--- src/rtl/prio_intc.sv ---
module prio_intc #(
  parameter int NCH = 16,
  parameter int VW  = 8
) (
  input  logic           clk,
  input  logic           rst_n,
  input  logic [NCH-1:0] src,
  input  logic           wr_en,
  input  logic [2:0]     wr_addr,
  input  logic [NCH-1:0] wr_data,
  input  logic [2:0]     rd_addr,
  output logic [NCH-1:0] rd_data,
  input  logic           iack,
  input  logic           chain_in,
  output logic           chain_out,
  output logic           irq_req,
  output logic           vec_valid,
  output logic [VW-1:0]  vec_out
);
  localparam int IDW = $clog2(NCH);
  localparam logic [2:0] A_EN = 3'd0, A_MSK = 3'd1, A_PEND = 3'd2, A_ISR = 3'd3, A_VEC = 3'd4;

  logic [NCH-1:0] en_q, msk_q, pend_q, isr_q;
  logic [VW-1:0]  vr_q;
  logic           sw_q, sw_d;
  logic [IDW-1:0] top_idx, isr_idx;
  logic           top_any, isr_any, qual, grant;
  logic [NCH-1:0] req_v, gnt_oh, pend_clr, isr_clr;

  assign sw_q  = vr_q[IDW-1];
  assign req_v = pend_q & msk_q;

  always_comb begin
    top_idx = '0; top_any = 1'b0;
    isr_idx = '0; isr_any = 1'b0;
    for (int i = 0; i < NCH; i++) begin
      if (req_v[i]) begin top_idx = IDW'(i); top_any = 1'b1; end
      if (isr_q[i]) begin isr_idx = IDW'(i); isr_any = 1'b1; end
    end
  end

  assign qual      = top_any && (!isr_any || top_idx > isr_idx);
  assign irq_req   = qual;
  assign grant     = iack && chain_in && qual;
  assign vec_valid = grant;
  assign vec_out   = grant ? {vr_q[VW-1:IDW], top_idx} : '0;
  assign chain_out = chain_in && !grant;
  assign gnt_oh    = grant ? (NCH'(1) << top_idx) : '0;

  assign pend_clr = (wr_en && wr_addr == A_PEND) ? ~wr_data : '0;
  assign isr_clr  = (wr_en && wr_addr == A_ISR)  ? ~wr_data : '0;
  assign sw_d     = (wr_en && wr_addr == A_VEC) ? wr_data[IDW-1] : sw_q;

  always_ff @(posedge clk or negedge rst_n) begin
    if (!rst_n) begin
      en_q   <= '0;
      msk_q  <= '0;
      pend_q <= '0;
      isr_q  <= '0;
      vr_q   <= '0;
    end else begin
      if (wr_en && wr_addr == A_EN)  en_q  <= wr_data;
      if (wr_en && wr_addr == A_MSK) msk_q <= wr_data;
      if (wr_en && wr_addr == A_VEC) vr_q  <= wr_data[VW-1:0];
      pend_q <= (pend_q & ~pend_clr & ~gnt_oh) | (src & en_q);
      isr_q  <= sw_d ? ((isr_q & ~isr_clr) | (sw_q ? gnt_oh : '0)) : '0;
    end
  end

  always_comb begin
    case (rd_addr)
      A_EN:    rd_data = en_q;
      A_MSK:   rd_data = msk_q;
      A_PEND:  rd_data = pend_q;
      A_ISR:   rd_data = isr_q;
      A_VEC:   rd_data = NCH'(vr_q);
      default: rd_data = '0;
    endcase
  end
endmodule


--- config.mk ---
export PLATFORM = sky130hd
export DESIGN_NAME = prio_intc
export DESIGN_NICKNAME = d
export VERILOG_FILES = /design/src/rtl/prio_intc.sv
export SDC_FILE = /design/constraint.sdc
export NUM_CORES = 1
export LEC_CHECK = 0
export BUFFER_PORTS_ARGS = -buffer_cell sky130_fd_sc_hd__buf_4
export CAP_MARGIN = 20
export CELL_PAD_IN_SITES_DETAIL_PLACEMENT = 0
export CELL_PAD_IN_SITES_GLOBAL_PLACEMENT = 1
export CORE_UTILIZATION = 44
export DETAILED_ROUTE_END_ITERATION = 6
export PLACE_DENSITY_LB_ADDON = 0.1
export SYNTH_ARGS = -nofsm -noshare
export SYNTH_HDL_FRONTEND = slang
export SYNTH_SLANG_ARGS = --single-unit
--- constraint.sdc ---
create_clock -name clk -period 4 [get_ports clk]
set_clock_uncertainty 0.1 [all_clocks]
set_input_delay 0.4 -clock clk [delete_from_list [all_inputs] [get_ports clk]]
set_output_delay 0.4 -clock clk [all_outputs]
set_load 0.05 [all_outputs]
# Word-level counts from Yosys, hierarchy flattened
# Cells that the tools add are included.
dict set report op_classes {
  bitwise_logic 11
  n_div 0
  n_shift 1
  n_eq_ne 8
  n_addsub 0
  muxes 70
  magnitude_cmp 1
  n_reduce_logical 14
  mul 0
}
# op count
set op_table {}
lappend op_table {{$mux 4} 28}
lappend op_table {{$and 16x16->16} 5}
lappend op_table {{$mux 16} 5}
lappend op_table {{$pmux 16 s5} 1}
lappend op_table {{$not 16->16} 4}
lappend op_table {{$mux 1} 35}
lappend op_table {{$or 16x16->16} 2}
lappend op_table {{$shl 1x4->16 const A} 1}
lappend op_table {{$eq 3x2->1 const B} 4}
lappend op_table {{$logic_and 1x1->1} 9}
lappend op_table {{$mux 8} 1}
lappend op_table {{$eq 3x1->1 const B} 2}
lappend op_table {{$eq 3x3->1 const B} 2}
lappend op_table {{$logic_not 3->1} 2}
lappend op_table {{$gt 4x4->1} 1}
lappend op_table {{$logic_not 1->1} 2}
lappend op_table {{$logic_or 1x1->1} 1}
dict set report totals {
  latchBits 0
  rom_bits 0
  out_inout_bits 27
  wordCells 110
  memories 0
  ff_bits 72
  ram_bits 0
}

# Logic depth before layout (Yosys ltp)
dict set report depth {
  word_depth 24
  mapped_depth 13
  mapped_depth_nobuf 13
}

# Worst setup path after synthesis
# No wires, ideal clock.
dict set report synth_path {
  path_kind {register to output}
  start {register msk_q[2]}
  end {output port vec_out[4]}
  stages_incl_launch_ff 13
  n_path_buf 0
  slack_ps 83
  t_arrival_ps 3417
  t_required_ps 3500
  path_cell_list {dfrtp_1 -> and2_1 -> o211ai_1 -> a21oi_1 -> a221oi_1 -> nor2_1 -> ha_1 -> nand4_1 -> nand3_1 -> a21oi_1 -> o22ai_1 -> inv_1 -> and2_1}
}
dict set report synth_via {
  elab_chain_cells 20
  elab_cells_between_ends 34
}
# item line
set synth_rtl {}
lappend synth_rtl {{start: declaration} 23} ;# logic [NCH-1:0] en_q, msk_q, pend_q, isr_q;
lappend synth_rtl {{start signal: assignment} 63} ;# if (wr_en && wr_addr == A_MSK) msk_q <= wr_data;
lappend synth_rtl {{$and 16x16->16 *} 31} ;# assign req_v = pend_q & msk_q;
lappend synth_rtl {{$mux 4 (14 in a row)} 37} ;# if (req_v[i]) begin top_idx = IDW'(i); top_any = 1'b1; end
lappend synth_rtl {{$gt 4x4->1} 42} ;# assign qual = top_any && (!isr_any || top_idx > isr_idx);
lappend synth_rtl {{$logic_or 1x1->1} 42}
lappend synth_rtl {{$logic_and 1x1->1 *} 42}
lappend synth_rtl {{$logic_and 1x1->1 *} 44} ;# assign grant = iack && chain_in && qual;
lappend synth_rtl {{named net vec_valid} 17} ;# output logic vec_valid,
lappend synth_rtl {{$mux 8 *} 46} ;# assign vec_out = grant ? {vr_q[VW-1:IDW], top_idx} : '0;
lappend synth_rtl {{end: declaration} 18} ;# output logic [VW-1:0] vec_out
# The timed path passes the listed nets; every way through them passes the cells marked *.

# Final worst setup path
dict set report layout_path {
  start {register msk_q[2]}
  end {output port vec_out[4]}
}
dict set report layout_via {
  elab_chain_cells 20
  elab_cells_between_ends 34
}
# item line
set layout_rtl {}
lappend layout_rtl {{$and 16x16->16 *} 31}
lappend layout_rtl {{$mux 4 (14 in a row)} 37}
lappend layout_rtl {{$gt 4x4->1} 42}
lappend layout_rtl {{$logic_or 1x1->1} 42}
lappend layout_rtl {{$logic_and 1x1->1 *} 42}
lappend layout_rtl {{$logic_and 1x1->1 *} 44}
lappend layout_rtl {{$mux 8 *} 46}
# Every way passes the cells marked *; elsewhere a longest branch is shown, timed or not.

==> out/qor.txt <==
Status: finished, final reports clean
Simple logic cell fraction of the synthesized area: 14.4%
Commonest cells after routing, fill and taps aside: buf_4 (79), dfrtp_1 (72), mux2_2 (46)
Final setup vio count: 0
VDD IR max: 0.217 mV
N_diodes: 0
Gr ovfl total: 0
Slack of the worst reg-to-reg path: 0.58 ns
Initial antenna violation count: 0
PwrDens: 594 nW/µm²
Post-synthesis compound-gate area fraction: 22.2%
First-pass GRT wire length: 20.5 mm
Via/cell ratio: 6.13
CP endpoint kind: output pin
Slew HR: 37.3%
Syn avg cell area: 10.3 µm²
Iteration-0 DRC Markers: 179
Top cell type by total area after synthesis: dfrtp_1
Max FO, Critical Path: 5
Final clock period utilization by the worst path: 94.7%
Asr flop ratio synth: 100%
XOR/XNOR Fraction of Synth Area: 0%
CTS Buffer Depth: 2
TritonCTS clock tree: built
FMAX: 0.264 GHz
Routed WL: 12.6 mm
Fin. Hold Viols: 0
Cells taking the most area after synthesis: dfrtp_1 (43%), mux2_2 (12%), nand2_1 (3.9%)
Post-Synth Adder-Cell Area: 1.19%
Multiplexer share of the synthesized area: 16.9%
Post-synthesis sequential area ratio: 42.9%
Total GRT Usage: 27.1%
Die area: 9940 µm²
Most common cell after layout, fill and taps aside: buf_4
Die width: 99.7 µm
Final Hold Slack: 0.0833 ns
Area of the core: 9240 µm²
Proportion of netlist area held by the largest area contributor: 42.9%
Via count: 3,780
Site Rows: 35
Main combinational cell family by area after synthesis: compound AO/OA/AOI/OAI gates
#FFs+latches synth: 72
Syn nets: 456
LEAKAGE: 0.00215 µW
CTS buffer count: 9
CTS clock-pin slew for the worst setup and hold paths: 0.08 ns
Syn Std Cell Area: 4200 µm²
Clock Sinks: 72
Setup CP Type: reg2out
Min Tclk post-route: 3.79 ns
Placed inst area: 4910 µm²
Skew-Pair Late Insertion Delay: 0.35 ns
Tightest Hold Check Type: in2async
Slew at the pin closest to its max-slew limit: 0.941 ns
Crit start category: flip-flop
Num ports: 70
Number of port buffers: 69
# DRC: 0
Synth warn: 0
Die span in y: 99.7 µm
# fillers: 829
Fin. max-slew vios: 0
Worst path arrival time: 3.29 ns
Design Area, Final: 5190 µm²
TritonRoute pass-1 iters: 4
P&R area growth vs syn: 23.6%
Power, Total: 3080 µW
R2R depth: 12
Critical R2R Launch: msk_q[2]$_DFFE_PN0P_
Max Cap Violations: 0
Share of layout cells above drive strength 1: 33.8%
CP required: 3.50 ns
Final net count: 531
Starting Density: 45.5%
Placer congestion estimate: 0.897
H-tree Lvls: 3
Worst reg2reg path endpoint: pend_q[11]$_DFF_PN0_
Largest net degree at the start of global routing: 73
Vias in the first global route: 3,800
Synth cell types: 53
Clock root buffer: clkbuf_8
Post-synth EDFFs: 0
Primary FF master, synth: dfrtp_1
Post-DP HPWL: 9.09 mm
Mapped Cells: 409
Routed len/inst: 20.4 µm
DRT antenna net count: 0
Yosys cell counts (3+ instances only):
master and number:
o211ai_1 10, a22oi_1 21, o22ai_1 18, and2_1 18, nand2_1 44, clkbuf_1 13
nand2b_1 5, nand3_1 4, nor2_1 20, inv_1 11, or4_4 3, a32oi_1 6
a211oi_1 4, mux2_2 46, ha_1 4, dfrtp_1 72, a31oi_1 3, o21ai_0 28
a22o_1 3, a21oi_1 20, mux4_2 7, o221ai_1 8, nor3_1 3
per-layer routing:
metal,vias up,share of wire (%),wire length [µm],global-route usage (%)
met5,-,0,0,0
met4,0,1.0,126,7.69
met3,11,6.6,831,4.71
met2,138,47,5910,41.7
met1,1906,45,5710,39.2
li1,1725,-,-,-
area by class of cell:
class | count | area (µm²) | area share [%]
inverters | 11 | 41.3 | 0.795
clock buffers | 10 | 128 | 2.46
well taps | 129 | 161 | 3.11
clock inverters | 5 | 106 | 2.05
multi-input cells | 311 | 2360 | 45.5
repair buffers | 79 | 593 | 11.4
flip-flops and latches | 72 | 1800 | 34.7
registers in the layout, indices dropped and copies added, names as in the netlist:
name,cells
en_q,16
isr_q,16
msk_q,16
pend_q,16
vr_q,8
worst max-delay path: stages, from the launching register on:
cell and delay (ns):
dfrtp_1 0.42, a22o_1 0.29, a211oi_1 0.25, o211a_2 0.25, inv_1 0.11, ha_1 0.30
nor2b_1 0.13, o211ai_1 0.24, a21oi_1 0.14, o22ai_2 0.29, inv_1 0.14, and2_1 0.18
buf_4 0.18
how the worst max path moves through the flow:
| stage | start | endpoint | depth (start not counted) |
|---|---|---|---|
| after floorplan | msk_q[2]$_DFFE_PN0P_ | vec_out[4] | 12 |
| after global placement | msk_q[5]$_DFFE_PN0P_ | vec_out[4] | 12 |
| after detailed placement | msk_q[2]$_DFFE_PN0P_ | vec_out[4] | 12 |
| after CTS | msk_q[5]$_DFFE_PN0P_ | vec_out[4] | 12 |
| after global routing | msk_q[2]$_DFFE_PN0P_ | vec_out[4] | 12 |
| final | msk_q[2]$_DFFE_PN0P_ | vec_out[4] | 12 |
cell families (layout without fill, tap and decap cells):
| logic type | count (synthesis) | count (layout) |
|---|---|---|
| compound gates | 137 | 137 |
| buf+inv | 26 | 105 |
| flops | 72 | 72 |
| simple gates | 115 | 115 |
| mux | 55 | 55 |
| fa+ha+maj | 4 | 4 |
report_power, final:
part | leakage [µW] | internal (µW) | switching, µW
clock network | 0.000113 | 412 | 286
logic | 0.00118 | 540 | 811
registers | 0.000858 | 873 | 160
per-stage QoR:
step / worst slack [ns] / util, % / TNS, ns / std cells
final: 0.211 / 56.2 / 0 / 617
after global routing: -0.0133 / 56.2 / -0.0376 / 617
after CTS: 0.0252 / 55.7 / 0 / 615
after detailed placement: 0.221 / 53.1 / 0 / 600
after global placement: 0.363 / 53.1 / 0 / 600
after floorplan: 0.0829 / - / 0 / 409
timing repair:
item                                    4_1_cts  5_1_grt
buffers inserted                              0        2
pin swaps                                     0        2
hold buffers                                  0        0
resized for setup                             2        6
endpoints found under the setup margin        5        5
Power figures use the tool's default switching activity.
